`src/rtl/ra_pkg.sv`:
```
package ra_pkg;

    typedef enum logic [1:0] {
        RA_NORMAL  = 2'd0,
        RA_SPEC    = 2'd1,
        RA_RESTORE = 2'd2
    } ra_state_e;

    function automatic logic ra_is_last(input int unsigned cnt, input int unsigned nreg);
        return cnt == nreg - 1;
    endfunction

endpackage

```
`src/rtl/ra_ckpt_file.sv`:
```
module ra_ckpt_file #(
    parameter int NREG = 8,
    parameter int DW   = 32,
    localparam int IW  = $clog2(NREG)
) (
    input  logic          clk,
    input  logic          rst,
    input  logic          wr_en,
    input  logic [IW-1:0] wr_idx,
    input  logic [DW-1:0] wr_data,
    input  logic [IW-1:0] rd_idx,
    output logic [DW-1:0] rd_data
);
    logic [DW-1:0] regs [NREG];

    always_ff @(posedge clk) begin
        if (rst) begin
            for (int i = 0; i < NREG; i++) regs[i] <= '0;
        end else if (wr_en) begin
            regs[wr_idx] <= wr_data;
        end
    end

    assign rd_data = regs[rd_idx];
endmodule

```
`src/rtl/ra_snapshot.sv`:
```
module ra_snapshot #(
    parameter int AW = 32,
    parameter int HW = 16,
    parameter int SW = 32
) (
    input  logic          clk,
    input  logic          rst,
    input  logic          cap,
    input  logic [AW-1:0] pc_in,
    input  logic [HW-1:0] bh_in,
    input  logic [SW-1:0] rs_in,
    output logic [AW-1:0] pc_q,
    output logic [HW-1:0] bh_q,
    output logic [SW-1:0] rs_q
);
    always_ff @(posedge clk) begin
        if (rst) begin
            pc_q <= '0;
            bh_q <= '0;
            rs_q <= '0;
        end else if (cap) begin
            pc_q <= pc_in;
            bh_q <= bh_in;
            rs_q <= rs_in;
        end
    end
endmodule

```
`src/rtl/ra_mode_fsm.sv`:
```
module ra_mode_fsm
    import ra_pkg::*;
#(
    parameter int NREG = 8,
    localparam int IW  = $clog2(NREG)
) (
    input  logic          clk,
    input  logic          rst,
    input  logic          trig,
    input  logic          blk_done,
    output ra_state_e     state,
    output logic [IW-1:0] cnt,
    output logic          cap,
    output logic          flush,
    output logic          inval,
    output logic          done
);
    always_ff @(posedge clk) begin
        if (rst) begin
            state <= RA_NORMAL;
            cnt   <= '0;
            flush <= 1'b0;
            inval <= 1'b0;
            done  <= 1'b0;
        end else begin
            flush <= 1'b0;
            inval <= 1'b0;
            done  <= 1'b0;
            unique case (state)
                RA_NORMAL: begin
                    if (trig) state <= RA_SPEC;
                end
                RA_SPEC: begin
                    if (blk_done) begin
                        state <= RA_RESTORE;
                        cnt   <= '0;
                        flush <= 1'b1;
                        inval <= 1'b1;
                    end
                end
                RA_RESTORE: begin
                    if (ra_is_last(32'(cnt), NREG)) begin
                        state <= RA_NORMAL;
                        done  <= 1'b1;
                    end else begin
                        cnt <= cnt + 1'b1;
                    end
                end
                default: state <= RA_NORMAL;
            endcase
        end
    end

    // entry is only accepted in normal mode; triggers elsewhere are dropped
    assign cap = (state == RA_NORMAL) && trig;
endmodule

```
`src/rtl/runahead_seq.sv`:
```
module runahead_seq
    import ra_pkg::*;
#(
    parameter int NREG  = 8,
    parameter int DW    = 32,
    parameter int AW    = 32,
    parameter int HW    = 16,
    parameter int SW    = 32,
    parameter int PW    = 7,
    parameter int PBASE = 0,
    localparam int IW   = $clog2(NREG)
) (
    input  logic          clk,
    input  logic          rst,
    input  logic          ret_vld,
    input  logic [IW-1:0] ret_idx,
    input  logic [DW-1:0] ret_data,
    input  logic          ret_spec,
    input  logic          miss_head,
    input  logic [AW-1:0] miss_pc,
    input  logic          blk_done,
    input  logic [HW-1:0] bhist_in,
    input  logic [SW-1:0] rstk_in,
    output logic          ra_mode,
    output logic          flush,
    output logic          inval,
    output logic          rest_vld,
    output logic [IW-1:0] rest_idx,
    output logic [PW-1:0] rest_preg,
    output logic [DW-1:0] rest_data,
    output logic          rest_done,
    output logic [AW-1:0] resume_pc,
    output logic [HW-1:0] bhist_out,
    output logic [SW-1:0] rstk_out
);
    ra_state_e     state;
    logic [IW-1:0] cnt;
    logic          cap;
    logic          ck_we;

    ra_mode_fsm #(.NREG(NREG)) u_fsm (
        .clk      (clk),
        .rst      (rst),
        .trig     (miss_head),
        .blk_done (blk_done),
        .state    (state),
        .cnt      (cnt),
        .cap      (cap),
        .flush    (flush),
        .inval    (inval),
        .done     (rest_done)
    );

    // checkpoint follows committed retirement only while in normal mode
    assign ck_we = ret_vld && !ret_spec && (state == RA_NORMAL);

    ra_ckpt_file #(.NREG(NREG), .DW(DW)) u_ckpt (
        .clk     (clk),
        .rst     (rst),
        .wr_en   (ck_we),
        .wr_idx  (ret_idx),
        .wr_data (ret_data),
        .rd_idx  (cnt),
        .rd_data (rest_data)
    );

    ra_snapshot #(.AW(AW), .HW(HW), .SW(SW)) u_snap (
        .clk   (clk),
        .rst   (rst),
        .cap   (cap),
        .pc_in (miss_pc),
        .bh_in (bhist_in),
        .rs_in (rstk_in),
        .pc_q  (resume_pc),
        .bh_q  (bhist_out),
        .rs_q  (rstk_out)
    );

    assign ra_mode   = (state != RA_NORMAL);
    assign rest_vld  = (state == RA_RESTORE);
    assign rest_idx  = cnt;
    assign rest_preg = PW'(PBASE) + PW'(cnt);
endmodule

```
`config.mk`:
```
export PLATFORM = sky130hd
export DESIGN_NAME = runahead_seq
export DESIGN_NICKNAME = d
export VERILOG_FILES = /design/src/rtl/ra_pkg.sv /design/src/rtl/ra_ckpt_file.sv /design/src/rtl/ra_snapshot.sv /design/src/rtl/ra_mode_fsm.sv /design/src/rtl/runahead_seq.sv
export SDC_FILE = /design/constraint.sdc
export NUM_CORES = 1
export LEC_CHECK = 0
export ABC_AREA = 1
export BUFFER_PORTS_ARGS = -buffer_cell sky130_fd_sc_hd__buf_2
export CORE_MARGIN = 2
export CORE_UTILIZATION = 40
export CTS_BUF_LIST = sky130_fd_sc_hd__clkbuf_16
export CTS_CLUSTER_DIAMETER = 40
export DETAILED_ROUTE_END_ITERATION = 7
export MAX_ROUTING_LAYER = met4
export PLACE_DENSITY_LB_ADDON = 0.25
export SLEW_MARGIN = 20
export SYNTH_ARGS = -nofsm -noshare
export SYNTH_HDL_FRONTEND = slang
export SYNTH_SLANG_ARGS = --single-unit
```
`constraint.sdc`:
```
create_clock -name clk -period 6 [get_ports clk]
set_clock_uncertainty 0.05 [all_clocks]
set_input_delay 1.5 -clock clk [delete_from_list [all_inputs] [get_ports clk]]
set_output_delay 1.5 -clock clk [all_outputs]
set_load 0.02 [all_outputs]
```
==> flow_metrics.py <==
metrics = {
    "run_status": {
        "status": "finished, final reports clean",
    },
    "die": {
        "die_area_um2": 41200,
        "core_area_um2": 38900,
        "ioPinCount": 248,
        "die_h_um": 203,
        "row_count": 72,
        "start_util": 0.407,
        "die_w_um": 203,
    },
    "clocking": {
        "postCtsSetupBuffers": 0,
        "numCtsBuffers": 50,
        "cts.sinks": 346,
        "tritoncts": "yes",
        "ctsResizeCount": 0,
        "cts_htree_levels": 2,
        "cts.clk_slew.worst_paths_ns": 0.06,
        "clk_latency_ns": 0.60,
        "cts-hold-fix-buffers": 0,
        "cts_root_buffer": "clkbuf_16",
        "clockBufferDepth": 3,
    },
    "layout": {
        "final_nets": 2187,
        "drive_above_1_share": 0.176,
        "area_delta_synth_final_pct": 20.5,
    },
    "drt": {
        "vias": 12900,
        "ant_nets": 0,
        "drc": 0,
        "first_pass_iters": 6,
        "drt_iter0_drc": 977,
        "drt-wirelength-per-cell_um": 16.9,
        "finalWirelength_mm": 44.4,
        "routed_via_density": 4.90,
    },
    "logic_synthesis": {
        "synth_common_cells": "nand2_1 (430), inv_1 (301), nor2_1 (297), edfxtp_1 (256), nand3_1 (134)",
        "synth_top_area_cell": "edfxtp_1",
        "synth_cell_type_count": 22,
        "syn_inst": 1864,
        "ys_warn_count": 0,
        "synth_area_per_cell_um2": 8.50,
        "synth_top_area_frac": 0.485,
        "syn_area_um2": 15800,
        "synth-seq-cells": 346,
        "synth.area.top_cells": "edfxtp_1 (49%), dfxtp_1 (11%), nand2_1 (10%)",
        "seq_area_frac_synth": 0.599,
        "synth_edf_count": 256,
        "async_flop_share": 0,
        "synth.most_common_cell": "nand2_1",
        "ys.flop_type": "edfxtp_1",
    },
    "timing": {
        "period_needed_ns": 5.24,
        "setup_viol": 0,
        "tightestPinTransition_ns": 1.08,
        "final-hold-violation-count": 0,
        "max_slew_margin": 0.278,
        "clock.fmax_ghz": 0.191,
        "worst_slack_ns": 0.763,
        "fin_crit_sh": 0.873,
        "rsz0062_at_grt": "false",
        "fin_tns_setup_ns": 0,
        "maxSlewViolCount": 0,
    },
    "worst_setup_path": {
        "critical_path.most_common_cell": "nand2_1",
        "critPathSlowestCell": "dfxtp_4",
        "critical_path.max_fanout": 81,
        "critPathKind": "reg2out",
        "cp.required_ns": 4.45,
        "ff2ff_setup_slack_ns": 3.39,
        "path_cells": "clkinv_2 -> buf_4 -> nand2_1 -> nand3_1 -> nand2_1 -> nand2_1 -> nand2_1 -> buf_2",
        "arrival_ns": 3.69,
        "worst-path-buf-inv": 3,
        "crit_path_end_kind": "primary output",
        "cp_top_family": "buffers and inverters",
        "max_stage_delay_ns": 0.83,
        "worst_setup_path_start_kind": "flop",
        "path_depth": 8,
        "reg2regPathDepth": 4,
    },
    "grt": {
        "antenna_found_initial": 6,
        "grt_pass1_vias": 12900,
        "overflow": 0,
        "grt_pass1_wl_mm": 70.0,
        "grt_max_degree": 83,
        "grt_usage": 0.224,
    },
    "power_and_ir_drop": {
        "vdd_drop_max_v": 0.000284,
        "power.leakage_nw": 8.91,
        "powerDensity_nw_per_um2": 329,
    },
    "place": {
        "dpl.hpwl_mm": 25.8,
        "portBuffers": 243,
        "gp_congestion": 0.802,
        "dp_slack_ns": 1.39,
    },
    "flow_run": {
        "cap_viol_max_count": 0,
    },
    "worst_hold_path": {
        "holdCritPathClass": "reg2reg",
        "holdPathStages": 2,
    },
}
==> cell type report <==
type | instances | area [um2]
Antenna cell | 6 | 15.0
Clock buffer | 51 | 1280
Clock inverter | 43 | 430
Fill cell | 3806 | 19800
Inverter | 304 | 1140
Multi-Input combinational cell | 1096 | 4680
Sequential cell | 346 | 9490
Tap cell | 518 | 648
Timing Repair Buffer | 266 | 1410
==> metrics by stage <==
step	hold slack [ns]	cell area, um2	power [mW]	std cells	utilization
6_report	0.422	19100	6.29	2630	0.491
5_1_grt	0.445	19100	6.52	2630	0.491
4_1_cts	0.430	19100	6.34	2624	0.490
3_5_place_dp	0.417	17400	3.41	2530	0.446
3_3_place_gp	0.408	17300	3.40	2529	0.445
2_1_floorplan	0.510	15900	3.18	1867	-
==> worst min-delay path, cell delays in order, from the launching register on <==
cell and delay, ns:
dfxtp_1 0.32, nor2_1 0.04, nor2_1 0.08
==> cell families (layout without fill, tap and decap cells) <==
kind of cell,Yosys count,count (layout),synth area share
DFF,346,346,0.599
and+or+nand+nor,998,998,0.259
other,1,10,0.000237
AOI/OAI and AO/OA,92,92,0.0291
buffers and inverters,425,664,0.111
adders and majority gates,2,2,0.00158
==> worst paths after layout <==
| path | start | end |
|---|---|---|
| min reg2reg | u_snap.bh_q[6] | u_snap.bh_q[6] |
| max | flop | rest_data[25] |
| min | u_snap.bh_q[6] | u_snap.bh_q[6] |
| max reg2reg | u_fsm.state[1] | u_ckpt.regs[3][23] |
==> registers in the layout (all words and copies together) (netlist names), named ones only <==
name,cells
u_fsm.cnt,3
u_snap.pc_q,32
u_snap.bh_q,16
u_fsm.state,2
u_fsm.done,1
u_ckpt.regs,256
u_snap.rs_q,32
u_fsm.flush,1
==> metal layers <==
| layer | routed length, um | share of wire | GRT usage |
|---|---|---|---|
| met5 | 0 | 0 | - |
| met1 | 18900 | 0.43 | 0.272 |
| met2 | 22100 | 0.50 | 0.383 |
| met3 | 2460 | 0.055 | 0.0416 |
| met4 | 873 | 0.020 | 0.0620 |
==> cells in the final DEF (no fill, tap or decap), drive strengths merged <==
cell,instances
a21oi,8
conb,4
clkinvlp,9
dfxtp,90
nor2,298
nand4,5
nand2,432
nor3,129
clkinv,17
edfxtp,256
nand3,134
o21ai,84
diode,6
bufinv,4
clkbuf,51
ha,2
inv,317
buf,266
==> report_power, final <==
group	switching [mW]	total (mW)	leakage, nW	internal, mW
clock	1.18	2.93	0.835	1.76
sequential	0.0520	2.74	3.40	2.69
combinational	0.438	0.618	4.68	0.180
Note: power is estimated with default switching activity, not from simulation.
